$ cat config.mk
export PLATFORM = sky130hd
export DESIGN_NAME = tape_word_assembler
export DESIGN_NICKNAME = d
export VERILOG_FILES = /design/src/rtl/tape_pkg.sv /design/src/rtl/tape_line_filter.sv /design/src/rtl/tape_frame_packer.sv /design/src/rtl/tape_out_stage.sv /design/src/rtl/tape_word_assembler.sv
export SDC_FILE = /design/constraint.sdc
export NUM_CORES = 1
export LEC_CHECK = 0
export ABC_CLOCK_PERIOD_IN_PS = 2420
export BUFFER_PORTS_ARGS = -buffer_cell sky130_fd_sc_hd__buf_2
export CORE_ASPECT_RATIO = 1.4
export CORE_MARGIN = 2
export CORE_UTILIZATION = 47
export DETAILED_ROUTE_END_ITERATION = 12
export HOLD_SLACK_MARGIN = 0.1
export PLACE_DENSITY_LB_ADDON = 0.1
export SLEW_MARGIN = 20
export SYNTH_ARGS = -nofsm -noshare
export SYNTH_HDL_FRONTEND = slang
export SYNTH_HIERARCHICAL = 1
export SYNTH_SLANG_ARGS = --single-unit
$ cat constraint.sdc
create_clock -name clk -period 2.42 [get_ports clk]
set_input_delay 0.242 -clock clk [delete_from_list [all_inputs] [get_ports clk]]
set_output_delay 0.242 -clock clk [all_outputs]
set_load 0.03 [all_outputs]
$ cat src/rtl/tape_pkg.sv
package tape_pkg;
  typedef enum logic {ITEM_CHAR = 1'b0, ITEM_WORD = 1'b1} item_kind_e;

  function automatic logic line_counts(input logic bin, input logic mark);
    return bin ? mark : 1'b1;
  endfunction
endpackage

$ cat src/rtl/tape_line_filter.sv
module tape_line_filter #(
  parameter int LINE_W   = 8,
  parameter int MARK_BIT = 7
) (
  input  logic              bin_mode,
  input  logic              flush,
  input  logic              line_valid,
  input  logic [LINE_W-1:0] line_data,
  output logic              take_char,
  output logic              take_frame
);
  import tape_pkg::*;
  logic usable;

  always_comb begin
    usable     = line_valid && !flush && line_counts(bin_mode, line_data[MARK_BIT]);
    take_char  = usable && !bin_mode;
    take_frame = usable && bin_mode;
  end
endmodule

$ cat src/rtl/tape_frame_packer.sv
module tape_frame_packer #(
  parameter int FRAME_W = 6,
  parameter int FRAMES  = 3,
  localparam int WORD_W = FRAME_W * FRAMES,
  localparam int ACC_W  = FRAME_W * (FRAMES - 1),
  localparam int CNT_W  = (FRAMES > 2) ? $clog2(FRAMES) : 1
) (
  input  logic               clk,
  input  logic               rst_n,
  input  logic               flush,
  input  logic               take_frame,
  input  logic [FRAME_W-1:0] frame_in,
  output logic               word_done,
  output logic [WORD_W-1:0]  word_out,
  output logic [CNT_W-1:0]   frame_cnt
);
  logic [ACC_W-1:0] acc_q;
  logic             last_frame;

  function automatic logic [ACC_W-1:0] shift_in(input logic [ACC_W-1:0] acc,
                                                input logic [FRAME_W-1:0] f);
    logic [ACC_W+FRAME_W-1:0] wide;
    wide = {acc, f};
    return wide[ACC_W-1:0];
  endfunction

  always_comb begin
    last_frame = (frame_cnt == CNT_W'(FRAMES - 1));
    word_done  = take_frame && last_frame;
    word_out   = {acc_q, frame_in};
  end

  always_ff @(posedge clk) begin
    if (!rst_n) begin
      frame_cnt <= '0;
      acc_q     <= '0;
    end else if (flush) begin
      frame_cnt <= '0;
      acc_q     <= '0;
    end else if (take_frame) begin
      if (last_frame) begin
        frame_cnt <= '0;
        acc_q     <= '0;
      end else begin
        frame_cnt <= frame_cnt + CNT_W'(1);
        acc_q     <= shift_in(acc_q, frame_in);
      end
    end
  end
endmodule

$ cat src/rtl/tape_out_stage.sv
module tape_out_stage #(
  parameter int DATA_W = 18
) (
  input  logic              clk,
  input  logic              rst_n,
  input  logic              push,
  input  logic [DATA_W-1:0] push_data,
  input  tape_pkg::item_kind_e push_kind,
  input  logic              out_ready,
  input  logic              ovr_clear,
  output logic              out_valid,
  output logic [DATA_W-1:0] out_data,
  output logic              out_is_word,
  output logic              overrun,
  output logic              ovr_event
);
  import tape_pkg::*;

  always_comb ovr_event = push && out_valid && !out_ready;

  always_ff @(posedge clk) begin
    if (!rst_n) begin
      out_valid   <= 1'b0;
      out_data    <= '0;
      out_is_word <= 1'b0;
    end else if (push) begin
      out_valid   <= 1'b1;
      out_data    <= push_data;
      out_is_word <= (push_kind == ITEM_WORD);
    end else if (out_ready) begin
      out_valid   <= 1'b0;
    end
  end

  always_ff @(posedge clk) begin
    if (!rst_n)         overrun <= 1'b0;
    else if (ovr_event) overrun <= 1'b1;
    else if (ovr_clear) overrun <= 1'b0;
  end
endmodule

$ cat src/rtl/tape_word_assembler.sv
module tape_word_assembler #(
  parameter int LINE_W   = 8,
  parameter int FRAME_W  = 6,
  parameter int FRAMES   = 3,
  parameter int MARK_BIT = 7,
  localparam int WORD_W  = FRAME_W * FRAMES,
  localparam int CNT_W   = (FRAMES > 2) ? $clog2(FRAMES) : 1
) (
  input  logic              clk,
  input  logic              rst_n,
  input  logic              clr,
  input  logic              bin_mode,
  input  logic              line_valid,
  input  logic [LINE_W-1:0] line_data,
  input  logic              out_ready,
  input  logic              ovr_clear,
  output logic              out_valid,
  output logic [WORD_W-1:0] out_data,
  output logic              out_is_word,
  output logic              overrun
);
  import tape_pkg::*;

  logic              mode_q;
  logic              mode_chg;
  logic              flush;
  logic              take_char;
  logic              take_frame;
  logic              word_done;
  logic [WORD_W-1:0] word_val;
  logic [CNT_W-1:0]  frame_cnt;
  logic              item_push;
  logic [WORD_W-1:0] item_data;
  item_kind_e        item_kind;
  logic              ovr_event;

  function automatic logic [WORD_W-1:0] widen_char(input logic [LINE_W-1:0] c);
    logic [WORD_W-1:0] w;
    w = '0;
    w[LINE_W-1:0] = c;
    return w;
  endfunction

  always_ff @(posedge clk) begin
    if (!rst_n) mode_q <= 1'b0;
    else        mode_q <= bin_mode;
  end

  always_comb begin
    mode_chg  = (bin_mode != mode_q);
    flush     = clr || mode_chg;
    item_push = take_char || word_done;
    item_kind = take_char ? ITEM_CHAR : ITEM_WORD;
    item_data = take_char ? widen_char(line_data) : word_val;
  end

  tape_line_filter #(.LINE_W(LINE_W), .MARK_BIT(MARK_BIT)) u_filter (
    .bin_mode  (bin_mode),
    .flush     (flush),
    .line_valid(line_valid),
    .line_data (line_data),
    .take_char (take_char),
    .take_frame(take_frame)
  );

  tape_frame_packer #(.FRAME_W(FRAME_W), .FRAMES(FRAMES)) u_packer (
    .clk       (clk),
    .rst_n     (rst_n),
    .flush     (flush),
    .take_frame(take_frame),
    .frame_in  (line_data[FRAME_W-1:0]),
    .word_done (word_done),
    .word_out  (word_val),
    .frame_cnt (frame_cnt)
  );

  tape_out_stage #(.DATA_W(WORD_W)) u_out (
    .clk        (clk),
    .rst_n      (rst_n),
    .push       (item_push),
    .push_data  (item_data),
    .push_kind  (item_kind),
    .out_ready  (out_ready),
    .ovr_clear  (ovr_clear),
    .out_valid  (out_valid),
    .out_data   (out_data),
    .out_is_word(out_is_word),
    .overrun    (overrun),
    .ovr_event  (ovr_event)
  );
endmodule

# == Word level (Yosys, flattened, before mapping) ==
# Index checks and enable logic that the tools add are counted.
# Widths: inputs -> output; s select.
# classes
n_addsub,1
eq_ne,2
n_mux,9
bitwise_logic,1
reduce_logical,15
# ops
operator,n
$mux 18,1
$mux 12,1
$logic_and 1x1->1,7
$mux 1,6
$reduce_bool 2->1,2
$logic_not 1->1,3
$add 2x1->2 const B,1
$eq 2x2->1 const B,1
$logic_or 1x1->1,2
$mux 2,1
$reduce_or 2->1,1
$ne 1x1->1,1
$not 1->1,1
# totals
reg_bits,36
in_bits,15
output_inout_bits,21

# == Depth between registers and ports, before layout ==
# depth
word_depth,11
ltp_mapped,10
ltp_nobuf,7

# == Hierarchy ==
# The synthesis kept the hierarchy.
# by_module_without_submodules
mod,instances,cells_per_inst,area_per_inst_um2
tape_out_stage,1,68,797.0
tape_frame_packer,1,56,646.9
tape_word_assembler,1,26,250.2
tape_line_filter,1,2,17.5

# == Worst setup path before layout ==
# No wires, ideal clock.
# synth_path
path_type,register to register
start,reg mode_q
end,reg u_out.out_data[0]
setup_ps,116
arrival_time_ps,1789
required_ps,2304
setup_slack_ps,515
path_stages_with_launch,11
path_buffers,3
cell_sequence,dfxtp_1 > xnor2_1 > nand2b_1 > and4b_1 > buf_6 > and3b_4 > buf_6 > or2_1 > buf_6 > mux2i_1 > nor2b_1
# synth_between
elab_chain_cells,8
# synth_rtl
element,line_no,rtl
"start, declared",tape_word_assembler.sv:24,logic mode_q;
"start signal, assigned",tape_word_assembler.sv:46,else mode_q <= bin_mode;
$ne 1x1->1,tape_word_assembler.sv:50,mode_chg = (bin_mode != mode_q);
$logic_or 1x1->1,tape_word_assembler.sv:51,flush = clr || mode_chg;
named net flush,tape_word_assembler.sv:26,logic flush;
$logic_not 1->1,tape_line_filter.sv:16,"usable = line_valid && !flush && line_counts(bin_mode, line_data[MARK_BIT]);"
$logic_and 1x1->1 (2 in series),tape_line_filter.sv:16,
$logic_and 1x1->1,tape_line_filter.sv:18,take_frame = usable && bin_mode;
named net take_frame,tape_word_assembler.sv:28,logic take_frame;
$logic_and 1x1->1,tape_frame_packer.sv:29,word_done = take_frame && last_frame;
named net word_done,tape_word_assembler.sv:29,logic word_done;
$logic_or 1x1->1,tape_word_assembler.sv:52,item_push = take_char || word_done;
named net item_push,tape_word_assembler.sv:32,logic item_push;
"end signal, assigned",tape_out_stage.sv:28,out_data <= push_data;
"end, declared",tape_out_stage.sv:12,"output logic [DATA_W-1:0] out_data,"
# The timed path passes the listed nets, and every way through them passes these cells.
# A chain may end at the register's enable or synchronous reset.

# == Worst setup path after layout ==
# Same ends and word-level chain as after synthesis.

==> results.cfg <==
[placed_design]
dp_hpwl_um = 1990
io_buffers = 35
placed_area_sq_um = 1850
gp_congestion = 0.703

[synth]
postSynthAreaPerCell_sq_um = 11.3
syn_nets = 167
netlist_area_sq_um = 1710
synth.distinct_cells = 24
ys_seq_elements = 36
ys_warn_count = 6
ys_seq_area_frac = 0.421
synthCells = 152

[global_routing]
track_usage = 0.156
grt-ovfl-total = 0
grt_pass1_vias = 991
grt_max_degree = 24
antenna_found_initial = 0
grt_pass1_wl_um = 4470

[power]
p_per_area_nw_per_um2 = 583
peakVddDrop_mv = 0.380
power_leakage_nw = 0.755

[setup_path]
path_max_fanout = 11
cp-end-kind = flop
path_class = flop to flop
worstPathArrival_ns = 2.32
cp.required_ns = 2.60
start_kind = flop

[timing]
period_minus_slack_ns = 2.14
rsz0062_at_grt = false
hold_viol_final = 0
min_period_over_period = 0.883
setup_tns_ns = 0
holdWs_ns = 0.220
finalClockSkew_ns = 0.00313
finalSetupViolations = 0
fmax_mhz = 468
drv_slew = 0
max_slew_margin = 0.505
tightest_slew_ns = 0.743

[cts]
cts_sinks = 36
ctsRootBufferMaster = clkbuf_8
insertion_delay_ns = 0.29
post_cts_buffers = 0
cts_buffer_depth = 2
cts_buffers = 5
cts_resized = 0
postCtsHoldBufs = 0
clk_pin_slew_ns = 0.07
cts_tree = done
htree_num_levels = 2

[outcome]
status = complete, no violations

[floorplan]
die_y_um = 75.4
ios = 36
core_area_sq_um = 3440
start_util = 0.497
placementRows = 25
dieArea_sq_um = 4150
die_x_um = 55

[cells_and_area]
synthToLayoutAreaGrowth_pct = 13.9
finish.instance_area_sq_um = 1950
final_net_count = 198
drive_gt1_frac = 0.372
multi_input_comb_area_sq_um = 866
fillers = 336
layout_common_cells = 36 x dfxtp_1, 35 x buf_2, 31 x nor2b_1, 31 x mux2i_1, 9 x nor3_2
diodes = 0
final_common_cell = dfxtp_1
seq_area_sq_um = 721

[flow_run]
drv_cap = 0

[route]
drc = 0
drtIter0Drc = 17
drtAntennaViolNets = 0
finalWirelength_um = 2880
via_per_inst = 4.89
firstDrtPassIters = 4
wl_per_cell_um = 12.9
vias = 1090

[worst_hold_path]
min_path_type = primary input to flop
==> critical path: stages, from the launching register on <==
cell	delay, ns
dfxtp_1	0.31
xnor2_1	0.15
nand2b_1	0.10
and4b_1	0.28
and3b_4	0.20
or2_1	0.37
buf_4	0.32
mux2i_1	0.22
nor2b_1	0.06
==> path summary, 6_finish.rpt <==
kind | from | to | slack [ns] | cells after the start
worst min-delay path | bin_mode | mode_q | 0.22 | 2
worst max register to register | mode_q | u_out/out_data[0] | 0.28 | 8
worst min register to register | u_packer/frame_cnt[1] | u_packer/frame_cnt[1] | 0.49 | 2
worst max-delay path | mode_q | u_out/out_data[0] | 0.28 | 8
==> cells in the mapped netlist, drive strengths merged <==
| library cell | instances | area share |
|---|---|---|
| nor3b | 1 | 0.0044 |
| inv | 1 | 0.0022 |
| nor3 | 12 | 0.061 |
| xnor2 | 1 | 0.0051 |
| dfxtp | 36 | 0.42 |
| a21oi | 2 | 0.0080 |
| o21a | 2 | 0.0088 |
| nand3b | 1 | 0.0044 |
| mux2 | 8 | 0.070 |
| clkbuf | 2 | 0.0044 |
| buf | 14 | 0.069 |
| or2 | 1 | 0.0037 |
| or3b | 1 | 0.0051 |
| mux2i | 31 | 0.18 |
| and3b | 2 | 0.013 |
| nand2b | 4 | 0.015 |
| nor2b | 31 | 0.11 |
| and4b | 1 | 0.0058 |
| and2 | 1 | 0.0037 |
==> layout make-up <==
cell class,count,area share
Clock buffer,7,0.0494
Multi-Input combinational cell,99,0.444
Sequential cell,36,0.370
Timing Repair Buffer,40,0.109
Inverter,1,0.00193
Tap cell,40,0.0257
==> logic make-up after synthesis <==
family | synth area share
flops | 0.421
simple gates | 0.230
mux | 0.251
buf+inv | 0.0760
compound gates | 0.0168
xor+xnor | 0.00512
==> state kept, by name, indices dropped and copies added, names as in the netlist <==
signal,cells
mode_q,1
u_packer/frame_cnt,2
u_packer/acc_q,12
u_out/out_is_word,1
u_out/out_data,18
u_out/out_valid,1
u_out/overrun,1
==> through the flow <==
stage                      util  std cells  setup WS, ns  power [mW]
after floorplan               -        152         0.515       0.683
after global placement    0.539        216         0.328       0.698
after detailed placement  0.539        216         0.207       0.700
after CTS                 0.567        223         0.261        1.16
after global routing      0.567        223         0.138        1.19
final                     0.567        223         0.283        1.14
==> layer usage <==
layer | up-vias | part of all wire | GRT usage
met5 | - | 0 | 0
met4 | 0 | 0.024 | 0.0813
met3 | 6 | 0.047 | 0.0588
met2 | 22 | 0.51 | 0.271
met1 | 494 | 0.42 | 0.159
li1 | 568 | - | -
==> where the power goes <==
part,internal [mW],total [mW],switching [mW]
Clock,0.253,0.452,0.198
Sequential,0.597,0.600,0.00241
Combinational,0.0420,0.0857,0.0437
Total,0.893,1.14,0.245
(Power assumes the default switching activity.)
